File: src/rtl/sata_bist_pkg.sv
package sata_bist_pkg;

    localparam int LANES     = 4;
    localparam int LANE_BITS = 8;
    localparam int DW_BITS   = LANES * LANE_BITS;

    typedef enum logic [1:0] {
        PAT_D21_5  = 2'b00,
        PAT_D24_3  = 2'b01,
        PAT_MIXED  = 2'b10,
        PAT_COUNT  = 2'b11
    } pat_sel_e;

    localparam logic [LANE_BITS-1:0] CHR_D21_5 = 8'hB5;
    localparam logic [LANE_BITS-1:0] CHR_D24_3 = 8'h78;
    localparam logic [LANE_BITS-1:0] CHR_D10_2 = 8'h4A;
    localparam logic [LANE_BITS-1:0] CHR_K28_5 = 8'hBC;

    // Position of the control character inside the mixed group
    localparam int MIXED_K_LANE = LANES - 1;

    typedef struct packed {
        logic                 is_k;
        logic [LANE_BITS-1:0] code;
    } lane_char_t;

    typedef struct packed {
        logic               valid;
        logic [DW_BITS-1:0] data;
        logic [LANES-1:0]   kmask;
        logic               disp_err;
        logic               invert;
    } bist_word_t;

    localparam bist_word_t WORD_IDLE = '{
        valid: 1'b0, data: '0, kmask: '0, disp_err: 1'b0, invert: 1'b0
    };

    // Character carried by one lane for a fixed pattern
    function automatic lane_char_t fixed_lane_char(pat_sel_e sel, int unsigned lane);
        lane_char_t c;
        c.is_k = 1'b0;
        c.code = '0;
        case (sel)
            PAT_D21_5: c.code = CHR_D21_5;
            PAT_D24_3: c.code = CHR_D24_3;
            PAT_MIXED: begin
                if (lane == MIXED_K_LANE) begin
                    c.is_k = 1'b1;
                    c.code = CHR_K28_5;
                end else begin
                    c.code = CHR_D10_2;
                end
            end
            default: c.code = '0;
        endcase
        return c;
    endfunction

    function automatic logic is_fixed(pat_sel_e sel);
        return sel != PAT_COUNT;
    endfunction

endpackage

File: src/rtl/sata_bist_fixed_gen.sv
module sata_bist_fixed_gen
    import sata_bist_pkg::*;
(
    input  pat_sel_e                 sel,
    output logic [DW_BITS-1:0]       fixed_data,
    output logic [LANES-1:0]         fixed_kmask
);

    lane_char_t lane_chr [LANES];

    for (genvar g = 0; g < LANES; g++) begin : g_lane
        always_comb begin
            lane_chr[g] = fixed_lane_char(sel, g);
        end
        assign fixed_data[g*LANE_BITS +: LANE_BITS] = lane_chr[g].code;
        assign fixed_kmask[g]                       = lane_chr[g].is_k;
    end

endmodule

File: src/rtl/sata_bist_count_gen.sv
module sata_bist_count_gen
    import sata_bist_pkg::*;
#(
    parameter int CNT_W = 32
) (
    input  logic             clk,
    input  logic             rst,
    input  logic             gen_en,
    input  pat_sel_e         sel,
    output logic [CNT_W-1:0] cnt_value
);

    localparam logic [CNT_W-1:0] CNT_ONE = CNT_W'(1);

    logic             prev_en;
    pat_sel_e         prev_sel;
    logic [CNT_W-1:0] cnt_q;
    logic             restart;
    logic             advance;

    // Start again from zero after an idle gap or a pattern switch
    always_comb begin
        restart   = !prev_en || (prev_sel != sel);
        cnt_value = restart ? '0 : cnt_q;
        advance   = gen_en && (sel == PAT_COUNT);
    end

    always_ff @(posedge clk) begin
        if (rst) begin
            prev_en  <= 1'b0;
            prev_sel <= PAT_D21_5;
            cnt_q    <= '0;
        end else begin
            prev_en  <= gen_en;
            prev_sel <= sel;
            if (advance) begin
                cnt_q <= cnt_value + CNT_ONE;
            end
        end
    end

endmodule

File: src/rtl/sata_bist_out_stage.sv
module sata_bist_out_stage
    import sata_bist_pkg::*;
#(
    parameter int CNT_W = 32
) (
    input  logic               clk,
    input  logic               rst,
    input  logic               gen_en,
    input  pat_sel_e           sel,
    input  logic               force_disp,
    input  logic               tx_invert,
    input  logic [DW_BITS-1:0] fixed_data,
    input  logic [LANES-1:0]   fixed_kmask,
    input  logic [CNT_W-1:0]   cnt_value,
    output bist_word_t         word_q
);

    logic [DW_BITS-1:0] cnt_data;
    bist_word_t         word_d;

    if (CNT_W < DW_BITS) begin : g_pad
        assign cnt_data = {{(DW_BITS-CNT_W){1'b0}}, cnt_value};
    end else begin : g_full
        assign cnt_data = cnt_value[DW_BITS-1:0];
    end

    always_comb begin
        word_d        = WORD_IDLE;
        word_d.invert = tx_invert;
        if (gen_en) begin
            word_d.valid    = 1'b1;
            word_d.disp_err = force_disp;
            if (is_fixed(sel)) begin
                word_d.data  = fixed_data;
                word_d.kmask = fixed_kmask;
            end else begin
                word_d.data  = cnt_data;
                word_d.kmask = '0;
            end
        end
    end

    always_ff @(posedge clk) begin
        if (rst) begin
            word_q <= WORD_IDLE;
        end else begin
            word_q <= word_d;
        end
    end

endmodule

File: src/rtl/sata_bist_gen.sv
module sata_bist_gen
    import sata_bist_pkg::*;
#(
    parameter int CNT_W = 32
) (
    input  logic        clk,
    input  logic        rst,
    input  logic        gen_en,
    input  logic [1:0]  pat_sel,
    input  logic        force_disp,
    input  logic        tx_invert,
    output logic        bist_valid,
    output logic [31:0] bist_data,
    output logic [3:0]  bist_kmask,
    output logic        bist_disp_err,
    output logic        bist_invert
);

    pat_sel_e           sel;
    logic [DW_BITS-1:0] fixed_data;
    logic [LANES-1:0]   fixed_kmask;
    logic [CNT_W-1:0]   cnt_value;
    bist_word_t         word_q;

    assign sel = pat_sel_e'(pat_sel);

    sata_bist_fixed_gen i_fixed (
        .sel         (sel),
        .fixed_data  (fixed_data),
        .fixed_kmask (fixed_kmask)
    );

    sata_bist_count_gen #(.CNT_W(CNT_W)) i_count (
        .clk       (clk),
        .rst       (rst),
        .gen_en    (gen_en),
        .sel       (sel),
        .cnt_value (cnt_value)
    );

    sata_bist_out_stage #(.CNT_W(CNT_W)) i_out (
        .clk         (clk),
        .rst         (rst),
        .gen_en      (gen_en),
        .sel         (sel),
        .force_disp  (force_disp),
        .tx_invert   (tx_invert),
        .fixed_data  (fixed_data),
        .fixed_kmask (fixed_kmask),
        .cnt_value   (cnt_value),
        .word_q      (word_q)
    );

    assign bist_valid    = word_q.valid;
    assign bist_data     = word_q.data;
    assign bist_kmask    = word_q.kmask;
    assign bist_disp_err = word_q.disp_err;
    assign bist_invert   = word_q.invert;

endmodule

File: config.mk
export PLATFORM = sky130hd
export DESIGN_NAME = sata_bist_gen
export DESIGN_NICKNAME = d
export VERILOG_FILES = /design/src/rtl/sata_bist_pkg.sv /design/src/rtl/sata_bist_fixed_gen.sv /design/src/rtl/sata_bist_count_gen.sv /design/src/rtl/sata_bist_out_stage.sv /design/src/rtl/sata_bist_gen.sv
export SDC_FILE = /design/constraint.sdc
export NUM_CORES = 1
export LEC_CHECK = 0
export BUFFER_PORTS_ARGS = -buffer_cell sky130_fd_sc_hd__buf_2
export CORE_AREA = 4 4 80 82
export CTS_CLUSTER_DIAMETER = 50
export DETAILED_ROUTE_END_ITERATION = 8
export DIE_AREA = 0 0 84 86
export PLACE_DENSITY_LB_ADDON = 0.05
export SYNTH_ARGS = -nofsm -noshare
export SYNTH_HDL_FRONTEND = slang
export SYNTH_SLANG_ARGS = --single-unit
File: constraint.sdc
create_clock -name clk -period 3.1 [get_ports clk]
set_input_delay 0.31 -clock clk [delete_from_list [all_inputs] [get_ports clk]]
set_output_delay 0.31 -clock clk [all_outputs]
set_load 0.01 [all_outputs]
# Yosys cells after proc, flatten, opt, wreduce, memory -nomap -nowiden
# Cells that the tools add are included.
[classes]
n_addsub = 1
n_mul = 0
div_mod_pow = 0
magnitude_cmp = 0
n_eq_ne = 5
shifts = 0
muxes = 6
bitwise = 2
n_reduce_logical = 6
[op_table]
columns = ["operator", "count"]
rows = [
  ["$pmux W8 S3", 2],
  ["$mux W38", 1],
  ["$mux W36", 1],
  ["$add A32 B1 Y32 const B", 1],
  ["$mux W32", 1],
  ["$eq A2 B2 Y1 const B", 2],
  ["$reduce_or A3 Y1", 1],
  ["$eq A2 B1 Y1 const B", 1],
  ["$logic_not A2 Y1", 1],
  ["$ne A2 B2 Y1", 1],
  ["$ne A2 B2 Y1 const B", 1],
  ["$not A1 Y1", 2],
  ["$reduce_or A2 Y1", 1],
  ["$logic_and A1 B1 Y1", 1],
  ["$logic_not A1 Y1", 1],
  ["$logic_or A1 B1 Y1", 1],
  ["$mux W1", 1],
]
[totals]
reg_bits = 74
latch_bits = 0
ram_bits = 0
rom_bits = 0
in_bits = 7
wordCells = 29
memories = 0

# Depth between registers and ports, before layout
# Gate-level depths: netlist of run 1.
[depth]
ltp_word = 5
depth_mapped = 10
mapped_depth_nobuf = 9

# Cells and area by module
# A second synthesis of run 1 with hierarchy kept.
[hier_totals]
hier_cells = 458
hier_area_um2 = 3997.6
[modules_own_cells]
columns = ["module", "n_inst", "cells_each", "area_each_um2", "seq_area_each_um2"]
rows = [
  ["sata_bist_count_gen", 1, 256, 1996.9, 700.7],
  ["sata_bist_out_stage", 1, 162, 1680.4, 780.7],
  ["sata_bist_fixed_gen", 1, 40, 320.3, 0.0],
]

# Worst setup path before layout of run 1
# Ideal clock, no wire load.
[synth_path]
path_type = "register -> register"
start = "reg i_count.prev_en"
end = "reg i_count.cnt_q[26]"
setup_time_ns = 0.070
arrival_ns = 2.336
required_time_ns = 3.030
path_slack_ns = 0.694
stages_incl_launch_ff = 11
synth_period_minus_slack_ns = 2.406
path_cell_list = "dfxtp_1 -> inv_1 -> nor3_4 -> buf_4 -> and2_1 -> ha_1 -> nand3_1 -> nor3_2 -> nand4_1 -> a211o_1 -> a21oi_1"
[synth_via]
elab_chain_cells = 4
[synth_rtl]
columns = ["item", "line", "source"]
rows = [
  ["from (decl)", "sata_bist_count_gen.sv:15", "logic prev_en;"],
  ["from (signal assigned)", "sata_bist_count_gen.sv:34", "prev_en <= gen_en;"],
  ["$logic_not A1 Y1", "sata_bist_count_gen.sv:23", "restart = !prev_en || (prev_sel != sel);"],
  ["$logic_or A1 B1 Y1", "sata_bist_count_gen.sv:23", ""],
  ["$mux W32", "sata_bist_count_gen.sv:24", "cnt_value = restart ? '0 : cnt_q;"],
  ["$add A32 B1 Y32", "sata_bist_count_gen.sv:37", "cnt_q <= cnt_value + CNT_ONE;"],
  ["to (signal assigned)", "sata_bist_count_gen.sv:37", ""],
  ["to (decl)", "sata_bist_count_gen.sv:17", "logic [CNT_W-1:0] cnt_q;"],
]
# Every way passes these cells.
# A chain may end at the register's enable or synchronous reset.

# Final worst setup path of run 1
[layout_path]
start = "reg i_count.prev_sel[1]"
end = "reg i_count.cnt_q[26]"
[layout_via]
elab_chain_cells = 4
[layout_rtl]
columns = ["item", "line", "source"]
rows = [
  ["from (decl)", "sata_bist_count_gen.sv:16", "pat_sel_e prev_sel;"],
  ["from (signal assigned)", "sata_bist_count_gen.sv:35", "prev_sel <= sel;"],
  ["$ne A2 B2 Y1", "sata_bist_count_gen.sv:23", ""],
  ["$logic_or A1 B1 Y1", "sata_bist_count_gen.sv:23", ""],
  ["$mux W32", "sata_bist_count_gen.sv:24", ""],
  ["$add A32 B1 Y32", "sata_bist_count_gen.sv:37", ""],
]
# Every way passes these cells.

==> reports/metrics.csv, run 1 <==
stage;metric;value;unit
outcome;status;finished clean;
clocking;cts.path.max_buffers;2;
route;routed_wl;7.12;mm
logic_synthesis;syn-cell-area;3120;um2
clocking;post-cts-setup-buffer-count;0;
die;initial_core_util;0.543;
route;dr_total_vias;2546;
layout;final_net_count;386;
logic_synthesis;yosysMostFrequentCell;dfxtp_1;
flow_run;maxCapViolations;0;
logic_synthesis;async_flop_share;0;
critical_path;cp-end-kind;register;
clocking;cts.clk_slew.worst_paths;0.07;ns
place;place_congestion;0.817;
logic_synthesis;synth_top_cell_area_share;0.449;
timing;min_period;2.47;ns
die;ioPinCount;46;
pwr;powerDensity;476;nW/um2
place;dp.cells;437;
timing;finClkSkew;0.00486;ns
clocking;cts_inserted_buffers;9;
route;drc;0;
clocking;clk_latency;0.35;ns
timing;hold_viol;0;
route;avgViaCountPerCell;5.62;
layout;fin_util;0.611;
timing;fmax;406;MHz
layout;drive_gt1_frac;0.214;
pwr;leakage;1.63;nW
hold_path;min_path_type;primary input to register;
global_route;antenna_found_initial;0;
logic_synthesis;yosys-top-cells-area;dfxtp_1 (45%), a21o_1 (6.7%), a21oi_1 (4.6%);
critical_path;cp-start-kind;register;
critical_path;cp_max_fo;8;
logic_synthesis;synthTopCellsByCount;dfxtp_1 (70), a21oi_1 (29), a21o_1 (28), nand2_1 (28), nor2_1 (25);
global_route;grt_max_degree;35;
clocking;cts.sinks;70;
logic_synthesis;synth_ff_type;dfxtp_1;
logic_synthesis;synth_warnings;0;
logic_synthesis;avgSynthCellArea;9.37;um2
place;dpl.hpwl;4.87;mm
timing;setup_violations;0;
layout;antenna_cells;0;
critical_path;crit_arrival;2.75;ns
clocking;cts-htree-levels;3;
global_route;grt.total_usage;0.209;
logic_synthesis;synth-seq-cells;70;
global_route;grt_pass1_vias;2400;
die;core;5750;um2
layout;syn2layout_area_growth;12.4;%
die;dieArea;7220;um2
timing;period_share;0.795;
timing;fin_tns_setup;0;ns
logic_synthesis;synth_area_leader_cell;dfxtp_1;
timing;rsz0062_at_grt;no;
logic_synthesis;syn_inst;333;
timing;slew_headroom;0.263;
logic_synthesis;ys_seq_area_frac;0.449;
global_route;overflow;0;
pwr;ir_drop;0.000300;V
logic_synthesis;synth_enable_flop_cells;0;
die;rows;28;
route;first_pass_iters;5;
timing;slew_violations;0;
place;io_buffer_count;42;
route;drt_iter0_drc;210;
global_route;grt_pass1_wl;11.8;mm
clocking;cts_root_buffer;clkbuf_8;
route;wl_per_cell;15.7;um
clocking;post_cts_resize_count;0;
route;antenna_left;0;
clocking;postCtsHoldBufs;0;
logic_synthesis;synth_cell_type_count;55;
timing;worst_slew_pin_slew;1.10;ns
clocking;tritoncts;built;
critical_path;crit_type;register to register;
layout;stdcell_count;453;
die;die_x;84;um
die;die_h;86;um
critical_path;crit_required;3.38;ns
state kept, by name, summed over array words and instances (netlist names):
name	cells
i_count.cnt_q	32
i_count.prev_en	1
i_out.word_q	35
i_count.prev_sel	2
routing by layer:
layer / global-route usage / share of wire / vias up / wire length (um)
li1: - / - / 1267 / -
met1: 0.270 / 0.47 / 1188 / 3320
met2: 0.332 / 0.45 / 77 / 3240
met3: 0.0461 / 0.051 / 14 / 366
met4: 0.105 / 0.027 / 0 / 194
met5: 0 / 0 / - / 0
kinds of logic after synthesis:
| kind of cell | share of synthesized area |
|---|---|
| compound gates | 0.203 |
| xor+xnor | 0.0301 |
| fa+ha+maj | 0.0240 |
| buf+inv | 0.0429 |
| flops | 0.449 |
| mux | 0.00321 |
| other cells | 0.00120 |
| simple gates | 0.246 |
final timing paths:
check,startpoint,endpoint,slack [ns],cells after the start
setup / recovery,i_count.prev_sel[1],i_count.cnt_q[26],0.63,9
setup reg to reg,i_count.prev_sel[1],i_count.cnt_q[26],0.63,9
hold / removal,force_disp,i_out.word_q[1],0.17,2
hold reg to reg,i_count.cnt_q[31],i_out.word_q[37],0.46,2
metrics by stage:
stage          total power [W]  hold slack [ns]  setup WS (ns)  cell area (um2)
2_1_floorplan          0.00102            0.423          0.694             3130
3_3_place_gp           0.00105            0.458          0.560             3340
3_5_place_dp           0.00105            0.452          0.487             3340
4_1_cts                0.00168            0.163          0.634             3510
5_1_grt                0.00173            0.172          0.376             3510
6_report               0.00167            0.167          0.634             3510
cells in the final DEF, fill, tap and decap left out, types with 2 or more instances in the layout:
cell	n
clkbuf_1	2
ha_1	6
and2_1	7
xnor2_1	7
buf_4	3
conb_1	3
nor2_1	25
nor4_4	2
a21o_1	28
nand4_2	2
or3_1	3
clkbuf_8	10
dfxtp_1	70
nor2b_1	2
xor2_2	2
nand4_1	11
nand2b_1	3
o21a_1	2
a211o_1	5
a21o_2	4
and3_1	7
nand3_1	20
o21ai_0	10
o211ai_1	6
clkinv_2	3
a21oi_1	29
nand2_1	28
nor3_1	3
buf_2	42
nor3b_1	2
inv_1	4
nand4b_1	3
where the power goes:
group | switching (W) | internal, W
Sequential | 0.00000597 | 0.000916
Clock | 0.000334 | 0.000308
Combinational | 0.0000701 | 0.0000363
critical path, cell delays in order, from the launching register on:
cell and delay (ns):
dfxtp_1 0.34, xor2_2 0.20, nor3_4 0.31, and2_1 0.18, ha_1 0.19, nand3_1 0.18, nor3_2 0.38, nand4_1 0.22
a211o_1 0.28, a21oi_1 0.13
area by class of cell:
cell class | instances | area (um2)
clock inverter | 4 | 22.5
fill | 531 | 2240
multi-input combinational | 242 | 1590
inverter | 5 | 18.8
timing repair buffer | 45 | 233
sequential | 70 | 1400
tap | 75 | 93.8
clock buffer | 12 | 145
Note: power is estimated with default switching activity, not from simulation.
==> run 2, diff against run 1 <==
==> constraint.sdc (replaced) <==
create_clock -name clk -period 2.5 [get_ports clk]
set_input_delay 0.25 -clock clk [delete_from_list [all_inputs] [get_ports clk]]
set_output_delay 0.25 -clock clk [all_outputs]
set_load 0.01 [all_outputs]
==> run 2 against run 1 <==
  * Maximum frequency grew 9.4%
  * Clock power grew 52%
  * Final cell count grew 2.0%
  * Via count grew 5.2%
  * Power grew 35%
  * Clock skew grew 0.0033 ns
  * Worst hold slack lost 0.052 ns
  * Critical path depth is the same
  * Non-clock buffer count grew 10
  * Sequential power grew 24%
  * First-iteration DRC count shrank 11%
  * Critical path type unchanged
==> reports/metrics.csv, run 2 (same netlist as run 1, synthesis figures left out) <==
stage;metric;value;unit;change
clocking;cts_inserted_buffers;9;;unchanged
layout;layout_common_cells;dfxtp_1 (70), buf_2 (42), a21oi_1 (29);;
clocking;cts.sinks;70;;unchanged
pwr;swShare;0.230;;-0.0157
layout;largest-register;i_out.word_q;;
clocking;post_cts_resize_count;0;;unchanged
timing;finClkSkew;0.00814;ns;+0.00328 ns
die;die_x;84;um;unchanged
clocking;tritoncts;built;;
die;rows;28;;unchanged
global_route;grt.total_usage;0.211;;+0.00223
timing;fin_tns_setup;0;ns;unchanged
timing;hold_viol;0;;unchanged
timing;min_period;2.25;ns;-0.211 ns
die;dieArea;7220;um2;unchanged
clocking;postCtsHoldBufs;0;;unchanged
place;place_congestion;0.821;;+0.49%
layout;multi_input_area;1590;um2;unchanged
critical_path;cp-start-kind;register;;
die;ioPinCount;46;;unchanged
critical_path;crit_path_start;i_count.prev_sel[1];;
critical_path;crit_slowest_cell;dfxtp_1;;
critical_path;reg2reg_from;i_count.prev_sel[1];;
die;core;5750;um2;unchanged
global_route;antenna_found_initial;0;;unchanged
pwr;leakage;1.69;nW;+3.9%
timing;period_share;0.902;;+0.106
layout;largest_reg_flops;35;;unchanged
layout;drive_gt1_frac;0.238;;+0.0234
die;initial_core_util;0.543;;unchanged
timing;worst_slew_pin_slew;0.727;ns;-0.378 ns
global_route;grt_max_degree;35;;unchanged
layout;layout_top_registers;i_out.word_q (35), i_count.cnt_q (32), i_count.prev_sel (2);;
clocking;cts.path.max_buffers;2;;unchanged
route;drc;0;;unchanged
route;dr_total_vias;2679;;+5.2%
timing;slew_headroom;0.514;;+0.250
pwr;p_int;0.00174;W;+38%
timing;setup_violations;0;;unchanged
critical_path;crit_type;register to register;;
layout;seq_area;1400;um2;unchanged
layout;fin_util;0.631;;+0.0207
place;dpl_cell_area;3420;um2;+2.2%
pwr;p_comb_frac;0.061;;-0.003
critical_path;max_stage_delay;0.34;ns;-0.04 ns
clocking;post-cts-setup-buffer-count;0;;unchanged
critical_path;cp_cell_sequence;xor2_2 -> nor3_4 -> and2_1 -> ha_1 -> nand3_1 -> nor3_2 -> nand4_1 -> a211o_1 -> a21oi_1;;
pwr;p_switching;0.000518;W;+26%
outcome;status;finished clean;;
critical_path;cp-end-kind;register;;
layout;antenna_cells;0;;unchanged
pwr;ir_drop;0.000406;V;+35%
clocking;cts_root_buffer;clkbuf_8;;
route;avgViaCountPerCell;5.80;;+3.2%
global_route;grt_pass1_wl;12.1;mm;+2.2%
hold_path;holdPathStages;2;;unchanged
layout;fin_area;3630;um2;+3.4%
pwr;powerDensity;622;nW/um2;+31%
clocking;cts-htree-levels;3;;unchanged
critical_path;regToRegEndpoint;i_count.cnt_q[26];;
pwr;seq_power_share;0.507;;-0.045
critical_path;cp_max_fo;5;;-3
critical_path;crit_end;i_count.cnt_q[26];;
critical_path;ff2ff_setup_slack;0.25;ns;-0.39 ns
route;first_pass_iters;5;;unchanged
layout;final_net_count;396;;+2.6%
clocking;cts.clk_slew.worst_paths;0.07;ns;about the same
critical_path;crit_required;2.77;ns;-0.61 ns
layout;syn2layout_area_growth;16.2;%;
timing;rsz0062_at_grt;no;;
place;dpl.hpwl;5.13;mm;+5.5%
route;wl_per_cell;15.7;um;+0.10%
place;io_buffer_count;42;;unchanged
layout;nFillCells;506;;-4.7%
timing;fmax;444;MHz;+9.4%
timing;slew_violations;0;;unchanged
route;drt_iter0_drc;187;;-11%
critical_path;reg2reg_depth;9;;unchanged
route;routed_wl;7.27;mm;+2.1%
flow_run;maxCapViolations;0;;unchanged
clocking;clk_latency;0.34;ns;about the same
hold_path;min_path_type;primary input to register;;
die;die_h;86;um;unchanged
pwr;p_clk_frac;0.432;;+0.048
route;antenna_left;0;;unchanged
global_route;grt_pass1_vias;2504;;+4.3%
critical_path;crit_arrival;2.52;ns;-0.23 ns
layout;final_common_cell;dfxtp_1;;
global_route;overflow;0;;unchanged
[run 2: cell types whose count changed in the layout (fill, tap and decap cells not counted)]
| cell | before | now |
|---|---|---|
| buf_4 | 3 | 13 |
| bufinv_16 | 0 | 2 |
| clkbuf_1 | 2 | 0 |
| clkbuf_8 | 10 | 9 |
| clkinv_2 | 3 | 1 |
| clkinvlp_4 | 1 | 3 |
[run 2: per-stage QoR]
stage          std cells  total power, W  worst slack (ns)  hold WS (ns)
2_1_floorplan        335         0.00126            0.0937         0.372
3_3_place_gp         447         0.00131             0.226         0.450
3_5_place_dp         447         0.00131             0.162         0.457
4_1_cts              462         0.00228             0.257        0.0986
5_1_grt              462         0.00234           0.00302         0.102
6_report             462         0.00226             0.246         0.114
[run 2: layer usage]
layer,global-route usage,up-vias,part of all wire,wire [um]
li1,-,1292,-,-
met1,0.277,1281,0.46,3310
met2,0.333,95,0.46,3380
met3,0.0451,11,0.056,409
met4,0.104,0,0.023,167
met5,0,-,0,0
[run 2: power by group through the flow]
stage | clock [W] | combinational, W | sequential [W]
floorplan | 0 | 0.0000803 | 0.00118
global placement | 0 | 0.000136 | 0.00117
detailed placement | 0 | 0.000138 | 0.00117
CTS | 0.000998 | 0.000139 | 0.00114
global route | 0.00104 | 0.000151 | 0.00115
finish | 0.000975 | 0.000138 | 0.00114
[run 2: worst min path at each step]
| stage | start | end | slack [ns] |
|---|---|---|---|
| floorplan | force_disp | i_out.word_q[1] | 0.37 |
| CTS | force_disp | i_out.word_q[1] | 0.1 |
| finish | force_disp | i_out.word_q[1] | 0.11 |
| global route | force_disp | i_out.word_q[1] | 0.10 |
| detailed placement | i_count.cnt_q[31] | i_out.word_q[37] | 0.46 |
| global placement | force_disp | i_out.word_q[1] | 0.45 |
[run 2: cell type report]
class	instances	share of cell area
Multi-Input combinational cell	242	0.439
Clock buffer	9	0.0341
Clock inverter	6	0.0241
Timing Repair Buffer	55	0.0849
Tap cell	75	0.0259
Inverter	5	0.00517
Sequential cell	70	0.386
[run 2: critical path, delay by kind of cell, from the launching register on]
family	cells	cell delay [ns]
flip-flops	1	0.34
XOR/XNOR	1	0.20
AND/OR/NAND/NOR	5	1.06
AO/OA/AOI/OAI	2	0.42
adder cells (fa/ha/maj)	1	0.18
